--- config.mk ---
export PLATFORM = sky130hd
export DESIGN_NAME = aes128_rkey_seq
export DESIGN_NICKNAME = d
export VERILOG_FILES = /design/src/rtl/kx_pkg.sv /design/src/rtl/kx_sbox.sv /design/src/rtl/kx_word_mix.sv /design/src/rtl/kx_round_step.sv /design/src/rtl/aes128_rkey_seq.sv
export SDC_FILE = /design/constraint.sdc
export NUM_CORES = 2
export LEC_CHECK = 0
export BUFFER_PORTS_ARGS = -buffer_cell sky130_fd_sc_hd__buf_2
export CAP_MARGIN = 15
export CORE_ASPECT_RATIO = 1.1
export CORE_MARGIN = 5
export CORE_UTILIZATION = 29
export CTS_BUF_LIST = sky130_fd_sc_hd__clkbuf_4 sky130_fd_sc_hd__clkbuf_8
export DETAILED_ROUTE_END_ITERATION = 10
export GPL_ROUTABILITY_DRIVEN = 1
export PLACE_DENSITY = 0.44
export SETUP_SLACK_MARGIN = 0.3
export SLEW_MARGIN = 30
export SYNTH_ARGS = -nofsm -noshare
export SYNTH_HDL_FRONTEND = slang
export SYNTH_SLANG_ARGS = --single-unit
--- constraint.sdc ---
create_clock -name clk -period 29.6 [get_ports clk]
set_clock_uncertainty 0.1 [all_clocks]
set_input_delay 2.96 -clock clk [delete_from_list [all_inputs] [get_ports clk]]
set_output_delay 2.96 -clock clk [all_outputs]
set_load 0.01 [all_outputs]
--- src/rtl/kx_pkg.sv ---
package kx_pkg;

   typedef logic [31:0] word_t;

   // multiply by x modulo x^8+x^4+x^3+x+1
   function automatic logic [7:0] gf_dbl(input logic [7:0] a);
      return {a[6:0], 1'b0} ^ (a[7] ? 8'h1b : 8'h00);
   endfunction

   function automatic logic [7:0] gf_mul(input logic [7:0] a, input logic [7:0] b);
      logic [7:0] acc;
      logic [7:0] t;
      acc = 8'h00;
      t   = a;
      for (int i = 0; i < 8; i++) begin
         if (b[i]) acc = acc ^ t;
         t = gf_dbl(t);
      end
      return acc;
   endfunction

   // a^254 is the field inverse; zero maps to zero
   function automatic logic [7:0] gf_inv(input logic [7:0] a);
      logic [7:0] sq;
      logic [7:0] prod;
      sq   = a;
      prod = 8'h01;
      for (int i = 1; i < 8; i++) begin
         sq   = gf_mul(sq, sq);
         prod = gf_mul(prod, sq);
      end
      return prod;
   endfunction

   function automatic logic [7:0] sbox_fwd(input logic [7:0] a);
      logic [7:0] b;
      b = gf_inv(a);
      return b ^ {b[6:0], b[7]} ^ {b[5:0], b[7:6]} ^ {b[4:0], b[7:5]}
               ^ {b[3:0], b[7:4]} ^ 8'h63;
   endfunction

   // round constant byte x^(r-1), r counted from 1
   function automatic logic [7:0] rcon_of(input logic [3:0] r);
      logic [7:0] v;
      v = 8'h01;
      for (int i = 2; i < 16; i++) begin
         if (i <= int'(r)) v = gf_dbl(v);
      end
      return v;
   endfunction

endpackage

--- src/rtl/kx_sbox.sv ---
module kx_sbox (
   input  logic [7:0] din,
   output logic [7:0] dout
);
   always_comb dout = kx_pkg::sbox_fwd(din);
endmodule

--- src/rtl/kx_word_mix.sv ---
module kx_word_mix #(
   parameter int WORD_BITS = 32,
   localparam int NBYTES   = WORD_BITS / 8
) (
   input  logic [WORD_BITS-1:0] word_i,
   input  logic [7:0]           rc_i,
   output logic [WORD_BITS-1:0] mixed_o
);
   if (WORD_BITS != 32) begin : g_bad_word
      $error("kx_word_mix: WORD_BITS must be 32");
   end

   logic [WORD_BITS-1:0] rot;
   logic [WORD_BITS-1:0] sub;

   // byte a0 (most significant) moves to the least significant position
   assign rot = {word_i[WORD_BITS-9:0], word_i[WORD_BITS-1 -: 8]};

   for (genvar b = 0; b < NBYTES; b++) begin : g_byte
      kx_sbox u_sb (
         .din  (rot[8*b +: 8]),
         .dout (sub[8*b +: 8])
      );
   end

   assign mixed_o = sub ^ {rc_i, {(WORD_BITS-8){1'b0}}};
endmodule

--- src/rtl/kx_round_step.sv ---
module kx_round_step #(
   parameter int KEY_BITS = 128,
   localparam int NWORDS  = KEY_BITS / 32
) (
   input  logic [KEY_BITS-1:0] prev_i,
   input  logic [7:0]          rc_i,
   output logic [KEY_BITS-1:0] next_o
);
   if (KEY_BITS != 128) begin : g_bad_key
      $error("kx_round_step: KEY_BITS must be 128");
   end

   logic [31:0] temp;

   kx_word_mix #(.WORD_BITS(32)) u_mix (
      .word_i  (prev_i[31:0]),
      .rc_i    (rc_i),
      .mixed_o (temp)
   );

   // word j sits at bits KEY_BITS-1-32*j downward
   for (genvar j = 0; j < NWORDS; j++) begin : g_chain
      if (j == 0) begin : g_first
         assign next_o[KEY_BITS-1 -: 32] = prev_i[KEY_BITS-1 -: 32] ^ temp;
      end else begin : g_rest
         assign next_o[KEY_BITS-1-32*j -: 32] =
            prev_i[KEY_BITS-1-32*j -: 32] ^ next_o[KEY_BITS-1-32*(j-1) -: 32];
      end
   end
endmodule

--- src/rtl/aes128_rkey_seq.sv ---
module aes128_rkey_seq #(
   parameter int KEY_BITS   = 128,
   parameter int NUM_ROUNDS = 10,
   localparam int RND_W     = 4
) (
   input  logic                clk,
   input  logic                rst_n,
   input  logic                load_i,
   input  logic [KEY_BITS-1:0] cipher_key_i,
   output logic [KEY_BITS-1:0] rkey_o,
   output logic [RND_W-1:0]    round_o,
   output logic                rkey_vld_o,
   output logic [KEY_BITS-1:0] final_key_o,
   output logic                final_vld_o
);
   if (KEY_BITS != 128) begin : g_bad_key
      $error("aes128_rkey_seq: KEY_BITS must be 128");
   end
   if (NUM_ROUNDS < 2 || NUM_ROUNDS > 15) begin : g_bad_rounds
      $error("aes128_rkey_seq: NUM_ROUNDS out of range");
   end

   localparam logic [RND_W-1:0] LAST_RND = RND_W'(NUM_ROUNDS);

   logic [KEY_BITS-1:0] key_q;
   logic [KEY_BITS-1:0] key_nxt;
   logic [KEY_BITS-1:0] fin_q;
   logic [RND_W-1:0]    rnd_q;
   logic [RND_W-1:0]    rnd_inc;
   logic                vld_q;
   logic                fin_vld_q;
   logic [7:0]          rc;

   assign rnd_inc = rnd_q + 1'b1;
   assign rc      = kx_pkg::rcon_of(rnd_inc);

   kx_round_step #(.KEY_BITS(KEY_BITS)) u_step (
      .prev_i (key_q),
      .rc_i   (rc),
      .next_o (key_nxt)
   );

   always_ff @(posedge clk) begin
      if (!rst_n) begin
         key_q     <= '0;
         fin_q     <= '0;
         rnd_q     <= '0;
         vld_q     <= 1'b0;
         fin_vld_q <= 1'b0;
      end else if (load_i) begin
         key_q     <= cipher_key_i;
         rnd_q     <= '0;
         vld_q     <= 1'b1;
         fin_vld_q <= 1'b0;
      end else if (vld_q) begin
         if (rnd_q == LAST_RND) begin
            vld_q <= 1'b0;
         end else begin
            key_q <= key_nxt;
            rnd_q <= rnd_inc;
            if (rnd_inc == LAST_RND) begin
               fin_q     <= key_nxt;
               fin_vld_q <= 1'b1;
            end
         end
      end
   end

   assign rkey_o      = key_q;
   assign round_o     = rnd_q;
   assign rkey_vld_o  = vld_q;
   assign final_key_o = fin_q;
   assign final_vld_o = fin_vld_q;


   load_start_chk: assert property (@(posedge clk) disable iff (!rst_n)
      load_i |=> (rkey_vld_o && round_o == '0 && rkey_o == $past(cipher_key_i)));


   round_step_chk: assert property (@(posedge clk) disable iff (!rst_n)
      (rkey_vld_o && !load_i && round_o != LAST_RND) |=> (rkey_vld_o && round_o == $past(round_o) + 1'b1));


   round_limit_chk: assert property (@(posedge clk) disable iff (!rst_n)
      round_o <= LAST_RND);


   valid_drop_chk: assert property (@(posedge clk) disable iff (!rst_n)
      (rkey_vld_o && !load_i && round_o == LAST_RND) |=> !rkey_vld_o);


   idle_hold_chk: assert property (@(posedge clk) disable iff (!rst_n)
      (!rkey_vld_o && !load_i) |=> ($stable(rkey_o) && $stable(round_o) && !rkey_vld_o));


   final_match_chk: assert property (@(posedge clk) disable iff (!rst_n)
      (rkey_vld_o && round_o == LAST_RND) |-> (final_vld_o && final_key_o == rkey_o));


   final_clear_chk: assert property (@(posedge clk) disable iff (!rst_n)
      load_i |=> !final_vld_o);


   final_hold_chk: assert property (@(posedge clk) disable iff (!rst_n)
      (final_vld_o && !load_i) |=> (final_vld_o && $stable(final_key_o)));
endmodule

==> metrics.txt <==
DP Area 0.0745 sq mm; CTS max path bufs 3; share of flip-flops with an asynchronous set or reset 0%; initial antenna violation count 8; overall routing resource usage around a fifth; post-synth net total 9285; nets 9394; synth top area cells xnor2_1, xnor3_1, dfxtp_1, nor2_1, xor2_1; CTS clk-pin slew, worst paths ~70 ps; Worst EP arrival 21080 ps; Final Max Tran Viols 0; max-cap violations 0; Post-Route WL approximately 260000 um; Starting Density 29.1%; wire length per cell 21.0 um; CP bufs+invs 2; synthesized area 0.0686 sq mm; fmax approximately 0.049 GHz; critical path fanouts, max 19; min Tclk post-route 20520 ps; hold_ws 352 ps; Core ar. 0.236 sq mm; CTS tree built; slowest CP cell dfxtp_1; Hold Buf Count CTS 0; post-CTS setup buffers 0; Num CTS Buffers 48; Post-Route Utilization 32.1%; First-pass DRT Iterations 6; Overflow after GRT 0; first-pass GRT wire length 395000 um; drt via density a little over 5; commonest cells in the netlist xnor2_1, nor2_1, nand2_1; share of post-route cells with drive strength above 1 12.9%; RePlAce Congestion 0.901; IO Port Bufs 392; Final Cycle Share between 60 and 70%; count leader, synth xnor2_1; sequential share of the synthesized area 7.65%; Via Count 64300; CTS HTree Levels 2; post_cts resized 0; IO Count 393; Post-Synthesis Cells 9130; number of synthesized flops with an enable pin 0; setup TNS 0 ps; worst path required time 30160 ps; Final Instance Area 0.0756 sq mm; outcome finished, final reports clean; cell row count 187; Die Area 0.246 sq mm; CP top delay family XOR/XNOR gates; largest net degree at the start of global routing 127; Least-Margin Pin Slew 1030 ps; Hold Crit Class register to register; Slew headroom 31.3%; chip width 474 um; uppermost layer routed met5; Hold Vio Cnt, Final 0; final setup violation count 0; routed wl met2 about 130000 um; fillers 25200; vias in the first global route approximately 62000; RSZ-0062 raised after global routing false; CTS root buf clkbuf_8; Initial DRC Count 4557; ys flop type dfxtp_1; wire length on met3 10600 um; Critical Path Source Type register; chip height about 520 um; yosys warns 0; Worst-Skew Late Latency 730 ps; P&R area growth vs syn 10.2%; Clock Sinks 262; DRT met1 WL 108000 um; DPL Wire Length 197000 um; Crit Path Class register to register; register bit count reported by yosys 262; most frequent cell on the critical path xnor3_1; DRC viols 0; Synth top area share 21.3%; syn avg cell area 7.51 sq um; slowest stage delay, CP 840 ps; Synth cell types roughly 120; Final ANT Viol Nets 0; CP endpoint kind register; largest area contributor in the netlist xnor2_1
==> kinds of logic after synthesis <==
group | synth area share [%]
AOI/OAI and AO/OA | 17.9
xor gates and xnor gates | 45.2
adders and majority gates | 0.467
buffers and inverters | 4.75
DFF | 7.65
muxes | 3.25
and+or+nand+nor | 20.8
==> registers in the layout, summed over array words and instances (netlist names) <==
| signal | flops |
|---|---|
| rkey_vld_o | 1 |
| rkey_o | 128 |
| round_o | 4 |
| final_vld_o | 1 |
| final_key_o | 128 |
==> cell usage in the layout (no fill, tap or decap), drive strengths merged, types with 54 or more instances in the layout <==
cell type and instances:
o22ai 110, nor3 199, o211ai 66, mux2i 164, nor2 1162, o21ai 648
a211oi 91, nor2b 66, xor3 54, a21oi 461, xnor2 1782, xnor3 360
clkbuf 70, nand2 1108, xor2 524, a22oi 63, nand3 184, a31oi 76
inv 92, and2 237, buf 674, dfxtp 262
==> metrics by stage <==
stage | cells | setup slack, ps
3_5_place_dp | 12300 | 8920
2_1_floorplan | 9130 | 14090
3_3_place_gp | 12300 | 9030
4_1_cts | 12400 | 8880
6_report | 12400 | 9080
5_1_grt | 12400 | 7850
==> path summary, 6_finish.rpt <==
check | startpoint | to | slack [ps] | cells after the start
min | final_key_o[25]$_SDFFE_PN0P_ | final_key_o[25]$_SDFFE_PN0P_ | 350 | 2
max reg2reg | rkey_o[7]$_SDFFE_PN0P_ | final_key_o[40]$_SDFFE_PN0P_ | 9080 | 51
min reg2reg | final_key_o[25]$_SDFFE_PN0P_ | final_key_o[25]$_SDFFE_PN0P_ | 350 | 2
max | rkey_o[7]$_SDFFE_PN0P_ | final_key_o[40]$_SDFFE_PN0P_ | 9080 | 51
==> worst reg2reg max path, delay by kind of cell (launching register included) <==
family / cells / cell delay, ps
mux: 3 / 730
fa+ha+maj: 2 / 870
simple gates: 5 / 1240
buf+inv: 2 / 500
compound gates: 7 / 1370
xor+xnor: 32 / 14790
flops: 1 / 840
==> routing by layer <==
| layer | up-vias | GRT usage (%) |
|---|---|---|
| li1 | 31400 | - |
| met5 | - | 0 |
| met4 | 2 | 9.55 |
| met1 | 31000 | 24.6 |
| met3 | 292 | 1.55 |
| met2 | 1663 | 35.8 |
==> layout make-up <==
type	instances	area (sq um)	area share, %
inverter	101	379	0.502
sequential	262	5250	6.94
clock buffer	68	855	1.13
tap	3118	3900	5.16
antenna	11	27.5	0.0364
clock inverter	13	115	0.152
timing repair buffer	676	4140	5.47
multi-input combinational	8150	60900	80.6
Power is left out: the tool's default activity adds up to more than one toggle a clock period on the data nets, which glitch-free logic cannot reach.
